==> config.mk <==
export PLATFORM = sky130hd
export DESIGN_NAME = baud_tick_gen
export DESIGN_NICKNAME = d
export VERILOG_FILES = /design/src/rtl/brg_pkg.sv /design/src/rtl/brg_prescale.sv /design/src/rtl/brg_frac.sv /design/src/rtl/brg_reload_cnt.sv /design/src/rtl/brg_bit_div.sv /design/src/rtl/baud_tick_gen.sv
export SDC_FILE = /design/constraint.sdc
export NUM_CORES = 1
export LEC_CHECK = 0
export BUFFER_PORTS_ARGS = -buffer_cell sky130_fd_sc_hd__buf_4
export CAP_MARGIN = 25
export CORE_ASPECT_RATIO = 0.6
export CORE_UTILIZATION = 60
export DETAILED_ROUTE_END_ITERATION = 12
export HOLD_SLACK_MARGIN = 0.08
export PLACE_DENSITY = 0.79
export SLEW_MARGIN = 20
export SYNTH_ARGS = -nofsm -noshare
export SYNTH_HDL_FRONTEND = slang
export SYNTH_SLANG_ARGS = --single-unit
==> constraint.sdc <==
create_clock -name clk_i -period 4.6 [get_ports clk_i]
set_input_delay 0.69 -clock clk_i [delete_from_list [all_inputs] [get_ports clk_i]]
set_output_delay 0.69 -clock clk_i [all_outputs]
set_load 0.05 [all_outputs]
==> src/rtl/brg_pkg.sv <==
package brg_pkg;
  localparam int unsigned RELOAD_W_DEF = 13;
  localparam int unsigned FRAC_W_DEF   = 9;
  localparam int unsigned BIT_OVS_DEF  = 16;

  typedef enum logic {
    PRE_DIV2 = 1'b0,
    PRE_DIV3 = 1'b1
  } pre_sel_e;
endpackage

==> src/rtl/brg_prescale.sv <==
module brg_prescale
  import brg_pkg::*;
(
  input  logic clk_i,
  input  logic rst_ni,
  input  logic clr_i,
  input  logic sel3_i,
  output logic step_o
);
  logic [1:0] pc_q;
  logic [1:0] last;

  assign last   = (pre_sel_e'(sel3_i) == PRE_DIV3) ? 2'd2 : 2'd1;
  assign step_o = !clr_i && (pc_q >= last);

  always_ff @(posedge clk_i or negedge rst_ni) begin
    if (!rst_ni)     pc_q <= '0;
    else if (clr_i)  pc_q <= '0;
    else if (step_o) pc_q <= '0;
    else             pc_q <= pc_q + 2'd1;
  end
endmodule

==> src/rtl/brg_frac.sv <==
module brg_frac #(
  parameter int unsigned FRAC_W = 9
) (
  input  logic              clk_i,
  input  logic              rst_ni,
  input  logic              clr_i,
  input  logic [FRAC_W-1:0] div_i,
  output logic              step_o
);
  localparam logic [FRAC_W:0] FULL = {1'b1, {FRAC_W{1'b0}}};

  logic [FRAC_W-1:0] acc_q;
  logic [FRAC_W:0]   inc;
  logic [FRAC_W:0]   sum;

  // zero increment means a full turn per clock
  assign inc    = (div_i == '0) ? FULL : {1'b0, div_i};
  assign sum    = {1'b0, acc_q} + inc;
  assign step_o = !clr_i && sum[FRAC_W];

  always_ff @(posedge clk_i or negedge rst_ni) begin
    if (!rst_ni)    acc_q <= '0;
    else if (clr_i) acc_q <= '0;
    else            acc_q <= sum[FRAC_W-1:0];
  end
endmodule

==> src/rtl/brg_reload_cnt.sv <==
module brg_reload_cnt #(
  parameter int unsigned RELOAD_W = 13
) (
  input  logic                clk_i,
  input  logic                rst_ni,
  input  logic                run_i,
  input  logic                step_i,
  input  logic [RELOAD_W-1:0] reload_i,
  output logic                tick_o
);
  logic [RELOAD_W-1:0] cnt_q;
  logic                tick_q;
  logic                wrap;

  assign wrap   = run_i && step_i && (cnt_q == '0);
  assign tick_o = tick_q;

  always_ff @(posedge clk_i or negedge rst_ni) begin
    if (!rst_ni) begin
      cnt_q  <= '0;
      tick_q <= 1'b0;
    end else begin
      tick_q <= wrap;
      if (!run_i || wrap) cnt_q <= reload_i;
      else if (step_i)    cnt_q <= cnt_q - 1'b1;
    end
  end
endmodule

==> src/rtl/brg_bit_div.sv <==
module brg_bit_div #(
  parameter int unsigned BIT_OVS = 16
) (
  input  logic clk_i,
  input  logic rst_ni,
  input  logic run_i,
  input  logic tick16_i,
  output logic bit_o
);
  localparam int unsigned OVS_W = $clog2(BIT_OVS);
  localparam logic [OVS_W-1:0] LAST = OVS_W'(BIT_OVS - 1);

  logic [OVS_W-1:0] bcnt_q;

  assign bit_o = tick16_i && (bcnt_q == LAST);

  always_ff @(posedge clk_i or negedge rst_ni) begin
    if (!rst_ni)       bcnt_q <= '0;
    else if (!run_i)   bcnt_q <= '0;
    else if (tick16_i) bcnt_q <= bcnt_q + 1'b1;
  end
endmodule

==> src/rtl/baud_tick_gen.sv <==
module baud_tick_gen
  import brg_pkg::*;
#(
  parameter int unsigned RELOAD_W = RELOAD_W_DEF,
  parameter int unsigned FRAC_W   = FRAC_W_DEF,
  parameter int unsigned BIT_OVS  = BIT_OVS_DEF
) (
  input  logic                clk_i,
  input  logic                rst_ni,
  input  logic                run_i,
  input  logic                prescale_sel_i,
  input  logic                frac_en_i,
  input  logic [FRAC_W-1:0]   frac_div_i,
  input  logic                reload_wr_i,
  input  logic [RELOAD_W-1:0] reload_i,
  output logic                tick16_o,
  output logic                tick_bit_o
);
  logic [RELOAD_W-1:0] reload_q;
  logic                pre_step;
  logic                frac_step;
  logic                step;
  logic                tick16;

  // reload only accepted while stopped
  always_ff @(posedge clk_i or negedge rst_ni) begin
    if (!rst_ni)                    reload_q <= '0;
    else if (reload_wr_i && !run_i) reload_q <= reload_i;
  end

  brg_prescale u_pre (
    .clk_i  (clk_i),
    .rst_ni (rst_ni),
    .clr_i  (!run_i || frac_en_i),
    .sel3_i (prescale_sel_i),
    .step_o (pre_step)
  );

  brg_frac #(.FRAC_W(FRAC_W)) u_frac (
    .clk_i  (clk_i),
    .rst_ni (rst_ni),
    .clr_i  (!run_i || !frac_en_i),
    .div_i  (frac_div_i),
    .step_o (frac_step)
  );

  assign step = frac_en_i ? frac_step : pre_step;

  brg_reload_cnt #(.RELOAD_W(RELOAD_W)) u_cnt (
    .clk_i    (clk_i),
    .rst_ni   (rst_ni),
    .run_i    (run_i),
    .step_i   (step),
    .reload_i (reload_q),
    .tick_o   (tick16)
  );

  brg_bit_div #(.BIT_OVS(BIT_OVS)) u_bit (
    .clk_i    (clk_i),
    .rst_ni   (rst_ni),
    .run_i    (run_i),
    .tick16_i (tick16),
    .bit_o    (tick_bit_o)
  );

  assign tick16_o = tick16;
endmodule

==> summary.md <==
| Metric | Value |
|---|---|
| Minimum clock period | `2.64 ns` |
| Root Buffer | `clkbuf_8` |
| Core area | `3810 um^2` |
| Fmax | `378 MHz` |
| Req. time, crit path | `4.84 ns` |
| Post-synthesis register bit count | `42` |
| Tcrit/Tclk final | `57.5%` |
| Post-DP Area | `~2700 um^2` |
| Starting Density | `between 60% and 70%` |
| Status | `completed` |
| Crit path cell chain | `buf_4, ha_1, a211oi_1, nor4_1, nor2_1, mux2i_1, buf_4, o31a_1, o221a_2` |
| Psw | `262 uW` |
| Hold Path Class | `in -> async` |
| Syn Std Cell Area | `2480 um^2` |
| Pwr Density | `319 nW/um^2` |
| DRT Pass-1 Iters | `4` |
| CP top delay family | `compound AO/OA/AOI/OAI gates` |
| Antenna Cells | `0` |
| # Post-CTS Setup Buffers | `0` |
| Maximum number of pins on one net before global-route repair | `43` |
| CP max stage delay | `0.41 ns` |
| Worst setup path class | `in -> reg` |
| Rel. slew slack | `66.6%` |
| Synth Area per Inst | `9.90 um^2` |
| Drt via density | `6.27` |
| Vias in the first global route | `1721` |
| Hold Vio Cnt, Final | `0` |
| Synth Flop Type | `dfrtp_1` |
| Num rows | `17` |
| Async S/R FF share, synth | `100%` |
| Synth top area share | `42.4%` |
| Gate Count Post-Synth | `250` |
| Worst-skew pair later-pin latency | `0.30 ns` |
| Distinct cell type count of the synthesized netlist | `56` |
| Synthesis warning total | `0` |
| Max-cap violations | `0` |
| Die Ht | `51.8 um` |
| Clock sink count | `42` |
| Switch share | `a little under 30%` |
| Final setup viols | `0` |
| Buffers and inverters on the worst path | `2` |
| Longest Clk Path Bufs | `2` |
| DR vias | `1987` |
| Hold Buf Count CTS | `0` |
| Routed Antenna Nets | `0` |
| Largest cells by area after synthesis | `dfrtp_1, ha_1, mux2_2, nor2_1, clkbuf_1` |
| Setup TNS | `0 ns` |
| Sequential power share | `about half` |
| Routed WL | `between 5 and 6 mm` |
| P_leak | `~0.0012 uW` |
| Syn Nets | `292` |
| H-tree levels | `2` |
| Ports | `30` |
| EDFF count, synth | `0` |
| Overflow after GRT | `0` |
| TritonCTS clock tree | `done` |
| Tot GR Track Use | `27.0%` |
| Post-route DRC | `0` |
| Critical Path AT | `2.89 ns` |
| Clk pwr share | `28.1%` |
| # nets final | `311` |
| Clk pin slew, worst setup/hold paths | `around 0.080 ns` |
| Number of port buffers | `29` |
| RePlAce Congestion | `roughly 1` |
| Post-route cell area | `around 2800 um^2` |
| CP Max Fanout | `24` |
| Layout cells sized above 1 | `23.0%` |
| Worst-Margin Slew | `between 0.4 and 0.5 ns` |
| Setup slack, reg-to-reg | `2.03 ns` |
| Int Power | `around 630 uW` |
| Initial DRC count | `83` |
| Final slew viol count | `0` |
| Width of the die | `84.9 um` |
| Initial antenna violation count | `0` |
| Combinational fraction of design power | `21.6%` |
| Commonest non-fill, non-tap cells in the layout | `dfrtp_1, buf_4, nor2_1` |
| Worst setup EP type | `flop` |
| Critical path's most frequent cell | `buf_4` |
| PostCTS Resize Cnt | `0` |
| Layout Skew | `~0.0018 ns` |
| Global-route wire length before repair | `~8.7 mm` |
| CP max-delay cell | `a211oi_1` |
| Seq/Total Area, Yosys | `42.4%` |
| Peak VDD IR | `0.193 mV` |
| Num CTS Buffers | `5` |
| Die area | `between 4000 and 5000 um^2` |
| Startpoint Class | `input port` |
| WL/cell | `16.1 um` |
| Most common library cell in the layout ignoring fill and taps | `dfrtp_1` |
| DP HPWL | `3.76 mm` |
| Area grow syn2layout | `12.7%` |
| Pwr Total | `891 uW` |
| RSZ-0062 raised after global routing | `false` |
| Post-synth top area cell | `dfrtp_1` |
## sequential cells by signal, summed over array words and instances (netlist names)
register and cells:
u_bit.bcnt_q 4, u_cnt.cnt_q 13, u_pre.pc_q 2, u_cnt.tick_o 1
u_frac.acc_q 9, reload_q 13
## metrics by stage
| step | hold WS [ns] | util, % | setup slack [ns] | std cells |
|---|---|---|---|---|
| after floorplan | 0.394 | - | 1.85 | 250 |
| after global placement | 0.462 | 70.9 | 1.74 | 309 |
| after detailed placement | 0.464 | 70.9 | 1.67 | 309 |
| after CTS | 0.383 | 73.3 | 2.00 | 317 |
| after global routing | 0.398 | 73.3 | 1.76 | 317 |
| final | 0.368 | 73.3 | 1.96 | 317 |
## path summary, 6_finish.rpt
| check | start | end | cells after the start |
|---|---|---|---|
| hold / removal | rst_ni | u_frac.acc_q[2]$_DFF_PN0_ | 1 |
| setup / recovery | frac_div_i[1] | u_cnt.cnt_q[11]$_DFFE_PN0P_ | 9 |
| max in group asynchronous | rst_ni | reload_q[0]$_DFFE_PN0P_ | 1 |
| setup reg to reg | u_frac.acc_q[1]$_DFF_PN0_ | u_cnt.cnt_q[11]$_DFFE_PN0P_ | 8 |
| min in group clk_i | u_pre.pc_q[0]$_DFF_PN0_ | u_pre.pc_q[0]$_DFF_PN0_ | 1 |
| hold reg to reg | u_pre.pc_q[0]$_DFF_PN0_ | u_pre.pc_q[0]$_DFF_PN0_ | 1 |
## cell type report
type                       count  area [um^2]
multi-input combinational    177         1310
sequential                    42         1050
fill                         312         1020
timing repair buffer          32          240
clock buffer                   7         86.3
tap                           47         58.8
inverter                      11         41.3
clock inverter                 1         5.00
## kinds of logic (layout without fill, tap and decap cells)
logic type | count (synthesis) | after routing | synth area share (%)
AO/OA/AOI/OAI | 51 | 51 | 16.1
XOR/XNOR | 9 | 9 | 3.18
adder cells (fa/ha/maj) | 14 | 14 | 7.38
buffers and inverters | 31 | 51 | 4.75
flip-flops | 42 | 42 | 42.4
multiplexers | 15 | 15 | 6.67
AND/OR/NAND/NOR | 88 | 88 | 19.5
## metal layers
metal | track usage, % | vias to the layer above | share of wire (%)
met5 | 0 | - | 0
met4 | 6.78 | 0 | 0.71
met3 | 8.25 | 5 | 6.3
met2 | 36.3 | 65 | 39
met1 | 41.5 | 964 | 54
li1 | - | 953 | -
## synth_stat cells, drive strengths merged, types with 3 or more instances
library cell / instances
nand3: 5
or3: 9
o31a: 3
or4: 6
a211oi: 6
nand2b: 6
mux2: 12
nand2: 17
nor4: 8
nor3: 7
xor2: 4
dfrtp: 42
o21ai: 4
ha: 13
xnor2: 5
o21bai: 3
o311ai: 3
mux2i: 3
nor2: 19
clkbuf: 18
inv: 11
o221a: 4
a21oi: 8
or2: 3
## power by group through the flow
stage / registers, uW / logic, uW / clock network [uW]
6_report: 448 / 192 / 250
3_5_place_dp: 454 / 191 / 0
3_3_place_gp: 453 / 185 / 0
4_1_cts: 447 / 192 / 253
5_1_grt: 454 / 216 / 270
2_1_floorplan: 443 / 138 / 0
Power figures use the tool's default switching activity.
